### config.mk
export PLATFORM = sky130hd
export DESIGN_NAME = irq_stack_seq
export DESIGN_NICKNAME = d
export VERILOG_FILES = /design/src/rtl/irq_seq_pkg.sv /design/src/rtl/irq_seq_rst_sync.sv /design/src/rtl/irq_seq_fsm.sv /design/src/rtl/irq_seq_datapath.sv /design/src/rtl/irq_stack_seq.sv
export SDC_FILE = /design/constraint.sdc
export NUM_CORES = 1
export LEC_CHECK = 0
export ABC_AREA = 1
export BUFFER_PORTS_ARGS = -buffer_cell sky130_fd_sc_hd__buf_2
export CAP_MARGIN = 20
export CORE_ASPECT_RATIO = 1.4
export CORE_UTILIZATION = 35
export DETAILED_ROUTE_END_ITERATION = 8
export HOLD_SLACK_MARGIN = 0.06
export PLACE_DENSITY = 0.7
export SLEW_MARGIN = 20
export SYNTH_ARGS = -nofsm -noshare
export SYNTH_HDL_FRONTEND = slang
export SYNTH_SLANG_ARGS = --single-unit
### constraint.sdc
create_clock -name clk -period 2.2 [get_ports clk]
set_input_delay 0.22 -clock clk [delete_from_list [all_inputs] [get_ports clk]]
set_output_delay 0.22 -clock clk [all_outputs]
set_load 0.01 [all_outputs]
### src/rtl/irq_seq_pkg.sv
package irq_seq_pkg;

  typedef enum logic [3:0] {
    S_IDLE,
    S_EN_GAP,
    S_EN_PCH,
    S_EN_PCL,
    S_EN_PS,
    S_EN_VLO,
    S_EN_VHI,
    S_EN_JMP,
    S_RT_GAP,
    S_RT_PS,
    S_RT_PCL,
    S_RT_PCH,
    S_RT_JMP
  } seq_st_e;

endpackage

### src/rtl/irq_seq_rst_sync.sv
module irq_seq_rst_sync #(
  parameter int unsigned STAGES = 2
) (
  input  logic clk,
  input  logic arst_n,
  output logic rst_n_sync
);

  logic [STAGES-1:0] chain_q;

  always_ff @(posedge clk or negedge arst_n) begin
    if (!arst_n) begin
      chain_q <= '0;
    end else begin
      chain_q <= (chain_q << 1) | STAGES'(1);
    end
  end

  assign rst_n_sync = chain_q[STAGES-1];

endmodule

### src/rtl/irq_seq_fsm.sv
module irq_seq_fsm
  import irq_seq_pkg::*;
(
  input  logic    clk,
  input  logic    rst_n,
  input  logic    start_entry,
  input  logic    start_return,
  output seq_st_e st_q,
  output logic    load_en
);

  seq_st_e st_d;

  // next state; starts are only looked at in S_IDLE
  always_comb begin
    st_d    = st_q;
    load_en = 1'b0;
    unique case (st_q)
      S_IDLE: begin
        if (start_entry) begin
          st_d    = S_EN_GAP;
          load_en = 1'b1;
        end else if (start_return) begin
          st_d    = S_RT_GAP;
          load_en = 1'b1;
        end
      end
      S_EN_GAP: st_d = S_EN_PCH;
      S_EN_PCH: st_d = S_EN_PCL;
      S_EN_PCL: st_d = S_EN_PS;
      S_EN_PS:  st_d = S_EN_VLO;
      S_EN_VLO: st_d = S_EN_VHI;
      S_EN_VHI: st_d = S_EN_JMP;
      S_EN_JMP: st_d = S_IDLE;
      S_RT_GAP: st_d = S_RT_PS;
      S_RT_PS:  st_d = S_RT_PCL;
      S_RT_PCL: st_d = S_RT_PCH;
      S_RT_PCH: st_d = S_RT_JMP;
      S_RT_JMP: st_d = S_IDLE;
      default:  st_d = S_IDLE;
    endcase
  end

  always_ff @(posedge clk or negedge rst_n) begin
    if (!rst_n) begin
      st_q <= S_IDLE;
    end else begin
      st_q <= st_d;
    end
  end

endmodule

### src/rtl/irq_seq_datapath.sv
module irq_seq_datapath
  import irq_seq_pkg::*;
#(
  parameter int unsigned DATA_W = 8,
  localparam int unsigned PC_W  = 2 * DATA_W
) (
  input  logic              clk,
  input  logic              rst_n,
  input  seq_st_e           st_q,
  input  logic              load_en,
  input  logic [PC_W-1:0]   pc_in,
  input  logic [DATA_W-1:0] ps_in,
  input  logic [DATA_W-1:0] sp_in,
  input  logic              page_in,
  input  logic [PC_W-1:0]   vec_in,
  input  logic [DATA_W-1:0] rdata,
  output logic [PC_W-1:0]   addr,
  output logic [DATA_W-1:0] wdata,
  output logic              re,
  output logic              we,
  output logic              mark,
  output logic              done,
  output logic [PC_W-1:0]   pc_o,
  output logic [DATA_W-1:0] sp_o,
  output logic [DATA_W-1:0] ps_o
);

  logic [PC_W-1:0]   pc_q;
  logic [DATA_W-1:0] ps_q;
  logic [DATA_W-1:0] sp_q;
  logic              page_q;
  logic [PC_W-1:0]   vec_q;

  logic              pc_lo_en, pc_hi_en, ps_en;
  logic [DATA_W-1:0] pc_lo_d, pc_hi_d, ps_d;

  function automatic logic [PC_W-1:0] stk(input logic pg, input logic [DATA_W-1:0] off);
    return {{(DATA_W-1){1'b0}}, pg, off};
  endfunction

  // clock enables and next values
  always_comb begin
    pc_lo_en = load_en || (st_q == S_EN_VLO) || (st_q == S_RT_PCL);
    pc_hi_en = load_en || (st_q == S_EN_VHI) || (st_q == S_RT_PCH);
    ps_en    = load_en || (st_q == S_RT_PS);
    pc_lo_d  = load_en ? pc_in[DATA_W-1:0]    : rdata;
    pc_hi_d  = load_en ? pc_in[PC_W-1:DATA_W] : rdata;
    ps_d     = load_en ? ps_in                : rdata;
  end

  always_ff @(posedge clk or negedge rst_n) begin
    if (!rst_n) begin
      pc_q   <= '0;
      ps_q   <= '0;
      sp_q   <= '0;
      page_q <= 1'b0;
      vec_q  <= '0;
    end else begin
      if (pc_lo_en) pc_q[DATA_W-1:0]    <= pc_lo_d;
      if (pc_hi_en) pc_q[PC_W-1:DATA_W] <= pc_hi_d;
      if (ps_en)    ps_q                <= ps_d;
      if (load_en) begin
        sp_q   <= sp_in;
        page_q <= page_in;
        vec_q  <= vec_in;
      end
    end
  end

  // bus cycle decode
  always_comb begin
    addr  = pc_q;
    wdata = '0;
    re    = 1'b0;
    we    = 1'b0;
    mark  = 1'b0;
    done  = 1'b0;
    unique case (st_q)
      S_EN_PCH: begin
        addr  = stk(page_q, sp_q);
        wdata = pc_q[PC_W-1:DATA_W];
        we    = 1'b1;
      end
      S_EN_PCL: begin
        addr  = stk(page_q, sp_q - DATA_W'(1));
        wdata = pc_q[DATA_W-1:0];
        we    = 1'b1;
      end
      S_EN_PS: begin
        addr  = stk(page_q, sp_q - DATA_W'(2));
        wdata = ps_q;
        we    = 1'b1;
      end
      S_EN_VLO: begin
        addr = vec_q;
        re   = 1'b1;
      end
      S_EN_VHI: begin
        addr = vec_q + PC_W'(1);
        re   = 1'b1;
      end
      S_EN_JMP, S_RT_JMP: begin
        re   = 1'b1;
        mark = 1'b1;
        done = 1'b1;
      end
      S_RT_GAP: addr = stk(page_q, sp_q);
      S_RT_PS: begin
        addr = stk(page_q, sp_q + DATA_W'(1));
        re   = 1'b1;
      end
      S_RT_PCL: begin
        addr = stk(page_q, sp_q + DATA_W'(2));
        re   = 1'b1;
      end
      S_RT_PCH: begin
        addr = stk(page_q, sp_q + DATA_W'(3));
        re   = 1'b1;
      end
      default: ;
    endcase
  end

  assign pc_o = pc_q;
  assign ps_o = ps_q;
  assign sp_o = (st_q == S_RT_JMP) ? sp_q + DATA_W'(3) : sp_q - DATA_W'(3);

endmodule

### src/rtl/irq_stack_seq.sv
module irq_stack_seq
  import irq_seq_pkg::*;
#(
  parameter int unsigned DATA_W   = 8,
  parameter int unsigned RST_SYNC = 2,
  localparam int unsigned PC_W    = 2 * DATA_W
) (
  input  logic              clk,
  input  logic              rst_n,
  input  logic              start_entry,
  input  logic              start_return,
  input  logic [PC_W-1:0]   vec_addr,
  input  logic [PC_W-1:0]   pc_in,
  input  logic [DATA_W-1:0] ps_in,
  input  logic [DATA_W-1:0] sp_in,
  input  logic              stack_page,
  input  logic [DATA_W-1:0] bus_rdata,
  output logic [PC_W-1:0]   bus_addr,
  output logic [DATA_W-1:0] bus_wdata,
  output logic              bus_re,
  output logic              bus_we,
  output logic              fetch_mark,
  output logic              seq_done,
  output logic [PC_W-1:0]   new_pc,
  output logic [DATA_W-1:0] new_sp,
  output logic [DATA_W-1:0] new_ps
);

  logic    rst_n_core;
  seq_st_e st_q;
  logic    load_en;

  irq_seq_rst_sync #(.STAGES(RST_SYNC)) u_rst (
    .clk        (clk),
    .arst_n     (rst_n),
    .rst_n_sync (rst_n_core)
  );

  irq_seq_fsm u_fsm (
    .clk          (clk),
    .rst_n        (rst_n_core),
    .start_entry  (start_entry),
    .start_return (start_return),
    .st_q         (st_q),
    .load_en      (load_en)
  );

  irq_seq_datapath #(.DATA_W(DATA_W)) u_dp (
    .clk     (clk),
    .rst_n   (rst_n_core),
    .st_q    (st_q),
    .load_en (load_en),
    .pc_in   (pc_in),
    .ps_in   (ps_in),
    .sp_in   (sp_in),
    .page_in (stack_page),
    .vec_in  (vec_addr),
    .rdata   (bus_rdata),
    .addr    (bus_addr),
    .wdata   (bus_wdata),
    .re      (bus_re),
    .we      (bus_we),
    .mark    (fetch_mark),
    .done    (seq_done),
    .pc_o    (new_pc),
    .sp_o    (new_sp),
    .ps_o    (new_ps)
  );

endmodule

# After elaboration in Yosys (flattened, before gate mapping)
# Index checks and enable logic that the tools add are counted.
word_totals:
  reg_bits: 55
  in_bits: 61
  out_inout_bits: 60
  elab_cells: 53
op_classes:
  reduce_logical: 10
  muxes: 15
  addsub: 7
  eq_ne: 13
op_table:
  columns: ["op", "n"]
  rows:
  - ["16-bit one-hot mux with 8 select lines", 1]
  - ["4-bit one-hot mux with 11 select lines", 1]
  - ["8-bit 2-to-1 mux", 4]
  - ["8-bit one-hot mux with 3 select lines", 1]
  - ["4-bit == test (second input constant)", 5]
  - ["16-bit by 1-bit adder with 16-bit output (second input constant)", 1]
  - ["8-bit by 2-bit adder with 8-bit output (second input constant)", 2]
  - ["4-bit by 3-bit == test with 1-bit output (second input constant)", 4]
  - ["8-bit by 2-bit subtractor with 8-bit output (second input constant)", 2]
  - ["8-bit by 1-bit adder with 8-bit output (second input constant)", 1]
  - ["4-bit by 2-bit == test with 1-bit output (second input constant)", 2]
  - ["4-bit 2-to-1 mux", 2]
  - ["8-bit by 1-bit subtractor with 8-bit output (second input constant)", 1]
  - ["7-bit OR reduction", 1]
  - ["1-bit 2-to-1 mux", 6]
  - ["1-bit logical OR", 5]
  - ["4-bit by 1-bit == test with 1-bit output (second input constant)", 1]
  - ["4-bit logical NOT", 1]
  - ["2-bit OR reduction", 2]
  - ["3-bit inequality test (second input constant)", 1]
  - ["3-bit OR reduction", 1]

# Logic depth before layout (Yosys ltp)
# Gate-level depths: netlist of run 1.
logic_depth:
  word_depth: 5
  mapped_depth: 15
  mapped_depth_nobuf: 15

# Modules after synthesis
# A second synthesis of run 1 with hierarchy kept.
hier_totals:
  hier_cells: 673
  hier_area_um2: 4334.2
modules_own_cells:
  columns: ["mod", "cells_each", "seq_area_each_um2", "area_each_um2", "n_inst"]
  rows:
  - ["irq_seq_datapath", 639, 1226.2, 4068.9, 1]
  - ["irq_seq_fsm", 31, 100.1, 211.5, 1]
  - ["irq_seq_rst_sync", 3, 50.0, 53.8, 1]

# Worst setup path after synthesis of run 1
# Ideal clock, no wire load.
synth_path:
  path_kind: "flip-flop to output port"
  from: "register u_fsm.st_q[1]"
  to: "output bus_addr[2]"
  setup_slack_ps: -3
  n_path_buf: 1
  required_time_ps: 1980
  t_arrival_ps: 1983
  stages_incl_launch_ff: 10
  cell_sequence: "dfrtp_1 buf_2 nor2_1 nand2_4 fa_1 or2_2 nand3_1 nand2_1 nor3_1 o21ai_0"
synth_via:
  elab_chain_len: 3
  elab_cells_between_ends: 11
  cone_classes: "eq/ne (9); mux (1); reduce/logical (1)"
synth_lines:
  columns: ["element", "line", "text"]
  rows:
  - ["start, declared", "irq_seq_fsm.sv:8", "output seq_st_e st_q,"]
  - ["start signal, assigned", "irq_seq_fsm.sv:48", "st_q <= st_d;"]
  - ["4-bit == test / 4-bit by 2-bit == test with 1-bit output (equally long branches)", "irq_seq_datapath.sv:78", "unique case (st_q)"]
  - ["2-bit OR reduction (no source line)", null, null]
  - ["16-bit one-hot mux with 8 select lines *", "irq_seq_datapath.sv:78", null]
  - ["end, declared", "irq_stack_seq.sv:18", "output logic [PC_W-1:0] bus_addr,"]
# Mark *: on every way between the ends. The rest lies on a longest branch, timed or not.

# Final worst setup path of run 1
layout_path:
  from: "register u_fsm.st_q[2]"
  to: "output bus_addr[6]"
# Same word-level chain as after synthesis.

==> out/summary.txt, run 1 <==
Status - finished, violations left
Post-Syn Area per Cell - 6.69 sq um
Hold violation count in the final report - 0
Clock latency on the worst-skew pair - 0.30 ns
Mapped Area - 0.00440 sq mm
Clock share of power - 9.3%
Core area - 0.0123 sq mm
Worst-case clock buffer depth - 2
Initial antenna violation count - 0
Critical path data required time - 1.98 ns
Pre-CTS setup slack - -0.129 ns
Final nets - 910
Placed cell areas - 0.00542 sq mm
Post-DP HPWL - 12300 microns
Die Wd - 96.7 microns
Fin Clk Skew - 0.00501 ns
Complex-gate fraction of the synthesized area - 13.1%
Largest family of logic cells by synthesized area - simple AND/OR/NAND/NOR gates
Max Fanout on Critical Path - 5
Clk slew on worst S/H paths - 0.08 ns
Vias per cell - 5.23
HP Start - vec_addr[0]
GPL Wtd Cong - 0.955
Largest net degree at the start of global routing - 35
Vias in the first global route - 4944
Crit. End Element - output port
Die Span Y - 135 microns
First-pass GRT wire length - 25100 microns
Final setup violation count - 16
Power Internal - 5600 uW
Filler Cells Inserted - 1213
Starting Density - 35.7%
Crit path DAT - 2.39 ns
Setup slack, reg-to-reg - 0.11 ns
Psw - 5830 uW
Fmax - 0.382 GHz
Failing checks - negative setup slack
Peak supply drop - 0.900 mV
Syn_nets - 735
Hold Path Sink - u_dp.vec_q[0]
Most frequent cell after synthesis - nand2_1
Cell Pwr Density - 1840 mW/mm^2
Top cells by count, synth - 218 x nand2_1, 63 x inv_1, 61 x nand3_1
Top cell type by total area after synthesis - dfrtp_1
Reg-to-Reg End - u_dp.pc_o[12]
Routed len/inst - 16.3 microns
Total CTS buffers - 5
Crit path kind - flop to output port
H-tree depth - 2
Ys Warns - 0
GR Overflow Total - 0
Number of synthesized flops with an enable pin - 0
Sw frac - 51.0%
Post-Route WL - 16000 microns
Xor and xnor area share after synthesis - 1.20%
Flop pwr share - 19.2%
Clock Sinks - 55
Reg-to-reg startpoint - u_fsm.st_q[2]
Die ar. - 0.0130 sq mm
CTS tree - done
Flops & latches, synth - 55
Number of max-cap violations - 0
Post-DRT Antenna Nets - 0
Detailed Routing Iterations Pass 1 - 4
Top cells by area, synth - dfrtp_1 31%, nand2_1 19%, nand3_1 6.9%
Fin crit share - 119%
Worst-case reg-to-reg path depth - 11
Synth top area share - 31.3%
Area grow syn2layout - 41.5%
Row count - 48
Final instance area - 0.00622 sq mm
Min Tclk post-route - 2.61 ns
Sequential share of the synthesized area - 31.3%
Root Buffer - clkbuf_16
Static Leak - 0.00313 uW
Share of layout cells above drive strength 1 - 35.7%
Gate power share - 71.6%
WHS Path Cells - 3
# IOs - 121
Mapped Cells - 657
N_diodes - 0
Mux cell area share after synthesis - 0%
Vias - 5138
Final worst slack - -0.415 ns
DRC viols - 0
Simple-Gate Fraction of Synth Area - 39.6%
RSZ-0062 raised after global routing - yes
Ys flop type - dfrtp_1
Asr flop ratio synth - 100%
Library cells used by synthesis - 40
Worst setup SP type - flop
GRT Util Overall - 24.5%
Fin. max-slew vios - 0
Synth Area in Adders - 5.18%
Number of port buffers - 120
Hold crit path type - input port to flop
First DRT Iteration DRCs - 313
-- state kept, by name (all words and copies together), names as in the netlist --
register and cells:
u_dp.pc_o 16, u_dp.vec_q 16, u_dp.ps_o 8, u_dp.sp_q 8
u_fsm.st_q 4, u_rst.chain_q 2, u_dp.page_q 1
-- critical path: stages, from the launching register on --
cell,delay [ns]
dfrtp_1,0.42
nor2_4,0.25
nand2_4,0.12
buf_12,0.16
ha_4,0.30
nand2_2,0.07
nand2_1,0.06
nand2_1,0.07
nand3_1,0.09
nand2_1,0.05
nand3_1,0.06
nand2_1,0.06
nor2_2,0.16
nand3_2,0.09
buf_6,0.14
-- cells by family after synthesis --
family	after synthesis
AND/OR/NAND/NOR	384
AO/OA/AOI/OAI	102
buffers and inverters	92
flip-flops	55
adder cells (fa/ha/maj)	17
XOR/XNOR	6
other	1
-- layout by cell type (no fill, tap or decap), drive strengths merged --
cell type,count
a31oi,22
nand2,230
xor2,5
and3,1
o22ai,3
nor3,6
bufinv,2
buf,184
nand4,16
or2,4
dfrtp,55
o221ai,1
o21bai,1
o21ai,49
dlygate4sd3,1
conb,1
nand3,65
a21boi,1
a21oi,15
fa,2
xnor2,1
a211o,1
clkinvlp,1
nand3b,2
o21a,1
nor2,60
ha,15
o211ai,8
clkbuf,5
nor4,1
inv,74
-- how the worst max path moves through the flow --
stage / from / endpoint / slack, ns / cells past startpoint
floorplan: u_fsm.st_q[3] / bus_addr[2] / 0.03 / 9
global placement: u_fsm.st_q[2] / bus_addr[4] / -0.13 / 12
detailed placement: u_fsm.st_q[2] / bus_addr[4] / -0.13 / 12
CTS: u_fsm.st_q[3] / bus_addr[4] / -0.35 / 13
global route: u_fsm.st_q[2] / bus_addr[6] / -0.52 / 13
finish: u_fsm.st_q[2] / bus_addr[6] / -0.41 / 14
-- per-stage QoR --
step                      hold WS, ns  total power (uW)  util [%]  setup TNS [ns]  instances
final                           0.105             11400      50.5           -3.18        983
after global routing            0.115             12300      50.5           -4.82        983
after CTS                       0.105             10800      48.8           -2.68        976
after detailed placement       0.0165              8880      44.0          -0.223        951
after global placement         0.0155              8830      44.0          -0.177        951
after floorplan               -0.0756              6300         -               0        657
-- cell type report --
| type | count | area [sq um] | area share (%) |
|---|---|---|---|
| repair buffers | 185 | 1220 | 19.6 |
| flip-flops and latches | 55 | 1380 | 22.2 |
| repair inverters | 1 | 7.51 | 0.121 |
| clock inverters | 3 | 71.3 | 1.15 |
| multi-input cells | 511 | 2940 | 47.2 |
| well taps | 150 | 188 | 3.02 |
| clock buffers | 5 | 125 | 2.01 |
| inverters | 73 | 292 | 4.68 |
-- metal layers --
| metal | up-vias | GRT usage, % | wire [microns] |
|---|---|---|---|
| met5 | - | 0 | 0 |
| met4 | 0 | 13.7 | 808 |
| met3 | 50 | 3.73 | 779 |
| met2 | 175 | 44.9 | 8310 |
| met1 | 2400 | 26.9 | 6090 |
| li1 | 2513 | - | - |
-- timing repair --
action                                  CTS  global route
setup buffers                            19             9
pin swaps                                33            36
resized for setup                        58            47
hold buffers                              1             0
endpoints found under the hold margin     2             0
endpoints found under the setup margin   18            20
cloned                                    2             0
-- power by group through the flow --
stage / clock (uW) / sequential, uW / combinational [uW]
finish: 1060 / 2190 / 8180
global route: 1100 / 2250 / 8980
CTS: 1060 / 2160 / 7530
detailed placement: 0 / 2130 / 6740
global placement: 0 / 2130 / 6690
floorplan: 0 / 2050 / 4250
Note: power is estimated with default switching activity, not from simulation.
==> run 2: changes to the inputs <==
- ABC_AREA: 1 -> default
==> run 2 against run 1 <==
The flow still finishes with violations (negative setup slack). Fmax is 10% lower. Hold slack improved by 0.012 ns. Clock power decreased by 18%. Die area is the same. Combinational power is 20% higher. Area after synthesis is the same. Global-route usage is 0.52 points higher. Power is 14% higher. Routed wire length rose by 9.3%. Clock skew is 0.0039 ns higher. Non-clock buffer count up 63. Largest power group unchanged. Highest routed layer unchanged.
==> out/summary.txt, run 2 <==
Top cell type by total area after synthesis - dfrtp_1 (unchanged)
Post-DP HPWL - 11700 microns (was 12300 microns)
Number of synthesized flops with an enable pin - 0 (unchanged)
Row count - 48 (unchanged)
Final nets - 814 (was 910)
Status - finished, violations left (unchanged)
HP Start - vec_addr[7] (was vec_addr[0])
Filler Cells Inserted - 1045 (was 1213)
Reg-to-reg startpoint - u_fsm.st_q[1] (was u_fsm.st_q[2])
Fin crit share - 133% (was 119%)
Most frequent cell after synthesis - nand2_1 (unchanged)
Core area - 0.0123 sq mm (unchanged)
Clk slew on worst S/H paths - 0.08 ns (about the same)
Mapped Cells - 520 (was 657)
Min Tclk post-route - 2.92 ns (was 2.61 ns)
Detailed Routing Iterations Pass 1 - 5 (was 4)
Number of port buffers - 120 (unchanged)
Setup TNS Final - -31.99 ns (was -3.18 ns)
Static Leak - 0.00309 uW (was 0.00313 uW)
GPL Wtd Cong - 0.985 (was 0.955)
Starting Density - 35.7% (unchanged)
H-tree depth - 2 (unchanged)
Slew margin rel. - 63.9%
Final Core Density - 55.7% (was 50.5%)
First DRT Iteration DRCs - 437 (was 313)
Ys flop type - dfrtp_1 (unchanged)
Vias - 5038 (was 5138)
Reg-to-Reg End - u_dp.pc_o[12] (unchanged)
Crit path kind - flop to output port (unchanged)
Worst slew pin tran - 0.536 ns
Worst setup SP type - flop (unchanged)
Post-Syn Area per Cell - 8.46 sq um (was 6.69 sq um)
RSZ-0062 raised after global routing - yes (unchanged)
Cell Pwr Density - 1900 mW/mm^2 (was 1840 mW/mm^2)
Top cells by count, synth - 69 x nand2_1, 55 x dfrtp_1, 48 x o21ai_0 (was 218 x nand2_1, 63 x inv_1, 61 x nand3_1)
Root Buffer - clkbuf_16 (unchanged)
Asr flop ratio synth - 100% (unchanged)
First-pass GRT wire length - 25900 microns (was 25100 microns)
Post-DRT Antenna Nets - 0 (unchanged)
Fin Clk Skew - 0.00892 ns (was 0.00501 ns)
Die Span Y - 135 microns (unchanged)
Total CTS buffers - 5 (unchanged)
Library cells used by synthesis - 69 (was 40)
DRC viols - 0 (unchanged)
Final worst slack - -0.721 ns (was -0.415 ns)
Crit. End Element - output port (unchanged)
Area grow syn2layout - 56.0% (was 41.5%)
Routed len/inst - 19.7 microns (was 16.3 microns)
Synth top area share - 31.3% (unchanged)
Fmax - 0.342 GHz (was 0.382 GHz)
Vias per cell - 5.68 (was 5.23)
Failing checks - negative setup slack (unchanged)
# IOs - 121 (unchanged)
Hold Path Sink - u_dp.vec_q[7] (was u_dp.vec_q[0])
Final setup violation count - 83 (was 16)
Clock Sinks - 55 (unchanged)
Hold violation count in the final report - 0 (unchanged)
Die ar. - 0.0130 sq mm (unchanged)
CTS tree - done (unchanged)
Initial antenna violation count - 0 (unchanged)
Setup slack, reg-to-reg - -0.38 ns (was 0.11 ns)
Overall power - 13000 uW (was 11400 uW)
Most common cell after layout, fill and taps aside - buf_2 (was nand2_1)
Share of layout cells above drive strength 1 - 48.7% (was 35.7%)
Flops & latches, synth - 55 (unchanged)
Clock latency on the worst-skew pair - 0.30 ns (about the same)
Fin. max-slew vios - 0 (unchanged)
WHS Path Cells - 3 (unchanged)
Vias in the first global route - 5022 (was 4944)
Most frequent cells in the layout - 115 x buf_2, 88 x buf_4, 63 x nand2_1 (was 197 x nand2_1, 116 x buf_2, 57 x inv_1)
Top cells by area, synth - dfrtp_1 31%, nand2_1 5.9%, o21ai_0 5.5% (was dfrtp_1 31%, nand2_1 19%, nand3_1 6.9%)
Max Fanout on Critical Path - 5 (unchanged)
Sequential share of the synthesized area - 31.3% (unchanged)
Largest net degree at the start of global routing - 43 (was 35)
N_diodes - 0 (unchanged)
Peak supply drop - 0.768 mV (was 0.900 mV)
Mapped Area - 0.00440 sq mm (unchanged)
Ys Warns - 0 (unchanged)
Hold crit path type - input port to flop (unchanged)
GRT Util Overall - 25.0% (was 24.5%)
Post-Route WL - 17500 microns (was 16000 microns)
Worst-case reg-to-reg path depth - 16 (was 11)
Crit path DAT - 2.70 ns (was 2.39 ns)
GR Overflow Total - 0 (unchanged)
Critical path data required time - 1.98 ns (about the same)
Number of max-cap violations - 0 (unchanged)
Worst-case clock buffer depth - 2 (unchanged)
Syn_nets - 598 (was 735)
Multi-input gate area - 0.00313 sq mm (was 0.00294 sq mm)
Register area - 0.00138 sq mm (about the same)
Die Wd - 96.7 microns (unchanged)
[run 2: repair_timing]
item / 4_1_cts / 5_1_grt
gates cloned: 2 / 5
setup endpoints to repair: 36 / 81
pin swaps: 25 / 21
hold endpoints to repair: 2 / 0
setup buffers: 22 / 24
gates resized for setup: 87 / 66
hold buffers: 1 / 0
[run 2: kinds of logic (layout without fill, tap and decap cells)]
group                    count (synthesis)  count (layout)  synth area share (%)
AO/OA/AOI/OAI                          169             169                  24.2
XOR/XNOR                                23              23                  4.58
adder cells (fa/ha/maj)                 17              17                  5.18
buffers and inverters                   50             267                  6.43
flip-flops                              55              55                  31.3
multiplexers                            32              32                  7.85
other                                    1               1                0.0853
AND/OR/NAND/NOR                        173             173                  20.4
[run 2: per-layer routing]
metal	part of all wire (%)	routed length, microns	vias up	GRT usage (%)
li1	-	-	2321	-
met1	38	6710	2404	28.8
met2	51	8990	245	44.9
met3	5.3	924	68	3.00
met4	4.9	856	0	14.2
met5	0	0	-	0
[run 2: cell type report]
class | count | area share [%]
inverters | 11 | 0.657
clock buffers | 8 | 2.28
flip-flops and latches | 55 | 20.1
repair buffers | 248 | 28.6
multi-input cells | 415 | 45.6
well taps | 150 | 2.74
[run 2: per-stage QoR]
stage	instance area [sq um]	std cells	hold slack, ns	worst slack (ns)
3_3_place_gp	5600	827	0.00529	-0.320
5_1_grt	6860	887	0.125	-0.806
2_1_floorplan	4450	520	-0.0756	-0.423
4_1_cts	6340	859	0.122	-0.653
6_report	6860	887	0.117	-0.721
3_5_place_dp	5600	827	0.00522	-0.381
[run 2: worst max-delay path by stage]
stage	from	end	slack (ns)	cells past startpoint
3_3_place_gp	u_fsm.st_q[1]	bus_addr[7]	-0.32	10
3_5_place_dp	u_fsm.st_q[0]	bus_addr[7]	-0.38	10
2_1_floorplan	u_fsm.st_q[1]	bus_addr[6]	-0.42	10
4_1_cts	u_fsm.st_q[2]	bus_addr[6]	-0.65	9
5_1_grt	u_fsm.st_q[1]	bus_addr[7]	-0.81	9
6_report	u_fsm.st_q[1]	bus_addr[7]	-0.72	9
[run 2: power breakdown]
group	switching (uW)	internal (uW)	leakage [uW]	total, uW
clock network	387	487	0.0000772	874
registers	819	1520	0.000654	2340
logic	4800	5000	0.00236	9800
[run 2: worst max-delay path: stages, from the launching register on]
cell	delay [ns]
dfrtp_1	0.42
and4bb_2	0.37
clkinvlp_4	0.16
ha_1	0.34
a211oi_2	0.29
o211a_1	0.23
a2bb2oi_1	0.16
nor2_1	0.07
a31oi_2	0.19
buf_2	0.16
==> run 3: changes to the inputs <==
--- a/config.mk
+++ b/config.mk
@@ -13,3 +13,3 @@
 export HOLD_SLACK_MARGIN = 0.06
-export PLACE_DENSITY = 0.7
+export PLACE_DENSITY = 0.68
 export SLEW_MARGIN = 20
==> constraint.sdc (replaced) <==
create_clock -name clk -period 2.87 [get_ports clk]
set_input_delay 0.1435 -clock clk [delete_from_list [all_inputs] [get_ports clk]]
set_output_delay 0.1435 -clock clk [all_outputs]
set_load 0.01 [all_outputs]
==> run 3 against run 2 <==
The run still ends with negative setup slack left. Combinational power fell by 45%. Via count shrank 9.2%. Utilization decreased by 10 points. First-iteration DRC count decreased by 23%. Register-to-register slack gained 0.83 ns. Design area decreased by 18%. Power down 40%. Worst setup slack gained 0.69 ns. Sequential cell count did not move. Largest cell class unchanged.
==> out/summary.txt, run 3 (same netlist as run 2, synthesis figures left out) <==
HP Start - sp_in[6] (was vec_addr[7])
Most common cell after layout, fill and taps aside - buf_2 (unchanged)
Slew margin rel. - 38.1% (was 63.9%)
DRC viols - 0 (unchanged)
CP cell instances - buf_6, and4bb_4, clkinvlp_4, buf_4, ha_4, o21ai_1, o21bai_1, a21oi_2, xnor2_1, a221o_1, buf_2 (was and4bb_2, clkinvlp_4, ha_1, a211oi_2, o211a_1, a2bb2oi_1, nor2_1, a31oi_2, buf_2)
First DRT Iteration DRCs - 337 (was 437)
Initial antenna violation count - 0 (unchanged)
Hold slack - 0.0687 ns (was 0.117 ns)
Worst slew pin tran - 0.924 ns (was 0.536 ns)
N_diodes - 0 (unchanged)
Total CTS buffers - 5 (unchanged)
Crit path kind - flop to output port (unchanged)
Max Fanout on Critical Path - 5 (unchanged)
Buf+Inv Stages, Crit Path - 4 (was 2)
Most frequent cells in the layout - 120 x buf_2, 69 x nand2_1, 53 x dfrtp_1 (was 115 x buf_2, 88 x buf_4, 63 x nand2_1)
Multi-input gate area - 0.00290 sq mm (was 0.00313 sq mm)
Fmax - 0.345 GHz
Row count - 48 (unchanged)
Crit. End Element - output port (unchanged)
Clock Sinks - 55 (unchanged)
WHS Path Cells - 3 (unchanged)
RSZ-0062 raised after global routing - yes (unchanged)
Worst-case clock buffer depth - 2 (unchanged)
Hold Path Sink - u_dp.sp_q[6] (was u_dp.vec_q[7])
Cell family contributing the most delay on the critical path - compound AO/OA/AOI/OAI gates (unchanged)
Final worst slack - -0.0283 ns (was -0.721 ns)
Worst setup SP type - flop (unchanged)
Die Wd - 96.7 microns (unchanged)
Crit path DAT - 2.75 ns (was 2.70 ns)
Fin crit share - 101%
H-tree depth - 2 (unchanged)
Post-Route WL - 14900 microns (was 17500 microns)
Die Span Y - 135 microns (unchanged)
Largest net degree at the start of global routing - 54 (was 43)
Core area - 0.0123 sq mm (unchanged)
Register area - 0.00138 sq mm (about the same)
GRT Util Overall - 22.3% (was 25.0%)
Die ar. - 0.0130 sq mm (unchanged)
Peak supply drop - 0.540 mV (was 0.768 mV)
Routed len/inst - 18.7 microns (was 19.7 microns)
Min Tclk post-route - 2.90 ns
Crit-path slowest cell - dfrtp_1 (unchanged)
Final nets - 728 (was 814)
Fin Clk Skew - 0.00805 ns (was 0.00892 ns)
Area grow syn2layout - 27.9% (was 56.0%)
Vias in the first global route - 4409 (was 5022)
Critical Path Source - u_fsm.st_q[2] (was u_fsm.st_q[1])
Max incr delay on CP - 0.39 ns (was 0.42 ns)
Number of port buffers - 120 (unchanged)
Clock latency on the worst-skew pair - 0.30 ns (about the same)
Pre-CTS setup slack - 0.213 ns (was -0.381 ns)
Post-DP HPWL - 10900 microns (was 11700 microns)
Detailed Routing Iterations Pass 1 - 5 (unchanged)
Static Leak - 0.00244 uW (was 0.00309 uW)
GPL Wtd Cong - 0.908 (was 0.985)
Setup slack, reg-to-reg - 0.45 ns (was -0.38 ns)
Status - finished, violations left (unchanged)
Reg-to-reg startpoint - u_fsm.st_q[2] (was u_fsm.st_q[1])
Share of layout cells above drive strength 1 - 33.2% (was 48.7%)
Vias - 4572 (was 5038)
Number of max-cap violations - 0 (unchanged)
Fin. max-slew vios - 0 (unchanged)
Hold violation count in the final report - 0 (unchanged)
Reg-to-Reg End - u_dp.vec_q[11] (was u_dp.pc_o[12])
Clk slew on worst S/H paths - 0.07 ns (was 0.08 ns)
Starting Density - 35.7% (unchanged)
First-pass GRT wire length - 23100 microns (was 25900 microns)
CTS tree - done (unchanged)
Critical path data required time - 2.73 ns (was 1.98 ns)
Post-DRT Antenna Nets - 0 (unchanged)
# IOs - 121 (unchanged)
Root Buffer - clkbuf_16 (unchanged)
Final setup violation count - 3 (was 83)
Failing checks - negative setup slack (unchanged)
Hold crit path type - input port to flop (unchanged)
GR Overflow Total - 0 (unchanged)
Vias per cell - 5.72 (was 5.68)
Worst-case reg-to-reg path depth - 6 (was 16)
Cell Pwr Density - 1380 mW/mm^2 (was 1900 mW/mm^2)
Filler Cells Inserted - 1199 (was 1045)
==> run 3: timing repair <==
| action | in CTS | in global routing |
|---|---|---|
| pin swaps | 1 | 17 |
| endpoints found under the setup margin | 2 | 6 |
| hold buffers | 12 | 0 |
| setup buffers | 0 | 11 |
| endpoints found under the hold margin | 13 | 0 |
| gates resized for setup | 5 | 26 |
==> run 3: layout make-up <==
cell class,instances,area share (%)
clock buffer,7,2.36
timing repair buffer,162,17.3
tap,150,3.34
inverter,11,0.867
multi-input combinational,415,51.6
sequential,55,24.5
==> run 3: where the power goes <==
group	total, uW	internal [uW]	switching [uW]	leakage (uW)
clock	594	321	273	0.0000640
combinational	5400	2380	3020	0.00172
sequential	1770	1160	601	0.000654
total	7760	3870	3900	0.00244
==> run 3: per-layer routing <==
metal,wire length (microns),track usage [%],up-vias
met5,0,0,-
met4,544,10.2,0
met3,929,2.38,41
met2,7720,40.7,203
met1,5740,26.3,2200
li1,-,-,2128
==> run 3: worst max-delay path by stage <==
stage                   to  slack, ns  cells past startpoint
6_report       bus_addr[6]      -0.03                     11
3_5_place_dp   bus_addr[6]       0.21                      9
2_1_floorplan  bus_addr[6]       0.21                     10
4_1_cts        bus_addr[6]       0.01                      9
3_3_place_gp   bus_addr[6]       0.32                      9
5_1_grt        bus_addr[6]      -0.12                     11
==> run 3: metrics by stage <==
stage	instance area (sq um)	instances	TNS (ns)	power [uW]	util, %
2_1_floorplan	4400	520	0	5000	-
3_3_place_gp	5100	770	0	6530	41.4
3_5_place_dp	5100	770	0	6660	41.4
4_1_cts	5370	789	0	7340	43.6
5_1_grt	5630	800	-0.275	8320	45.7
6_report	5630	800	-0.0365	7760	45.7
==> run 3: worst reg2reg max path, stage by stage (launching register included) <==
cell and delay, ns:
dfrtp_1 0.39, buf_6 0.13, buf_4 0.22, nor2_1 0.19, o211a_2 0.63, buf_4 0.38, mux2_2 0.37
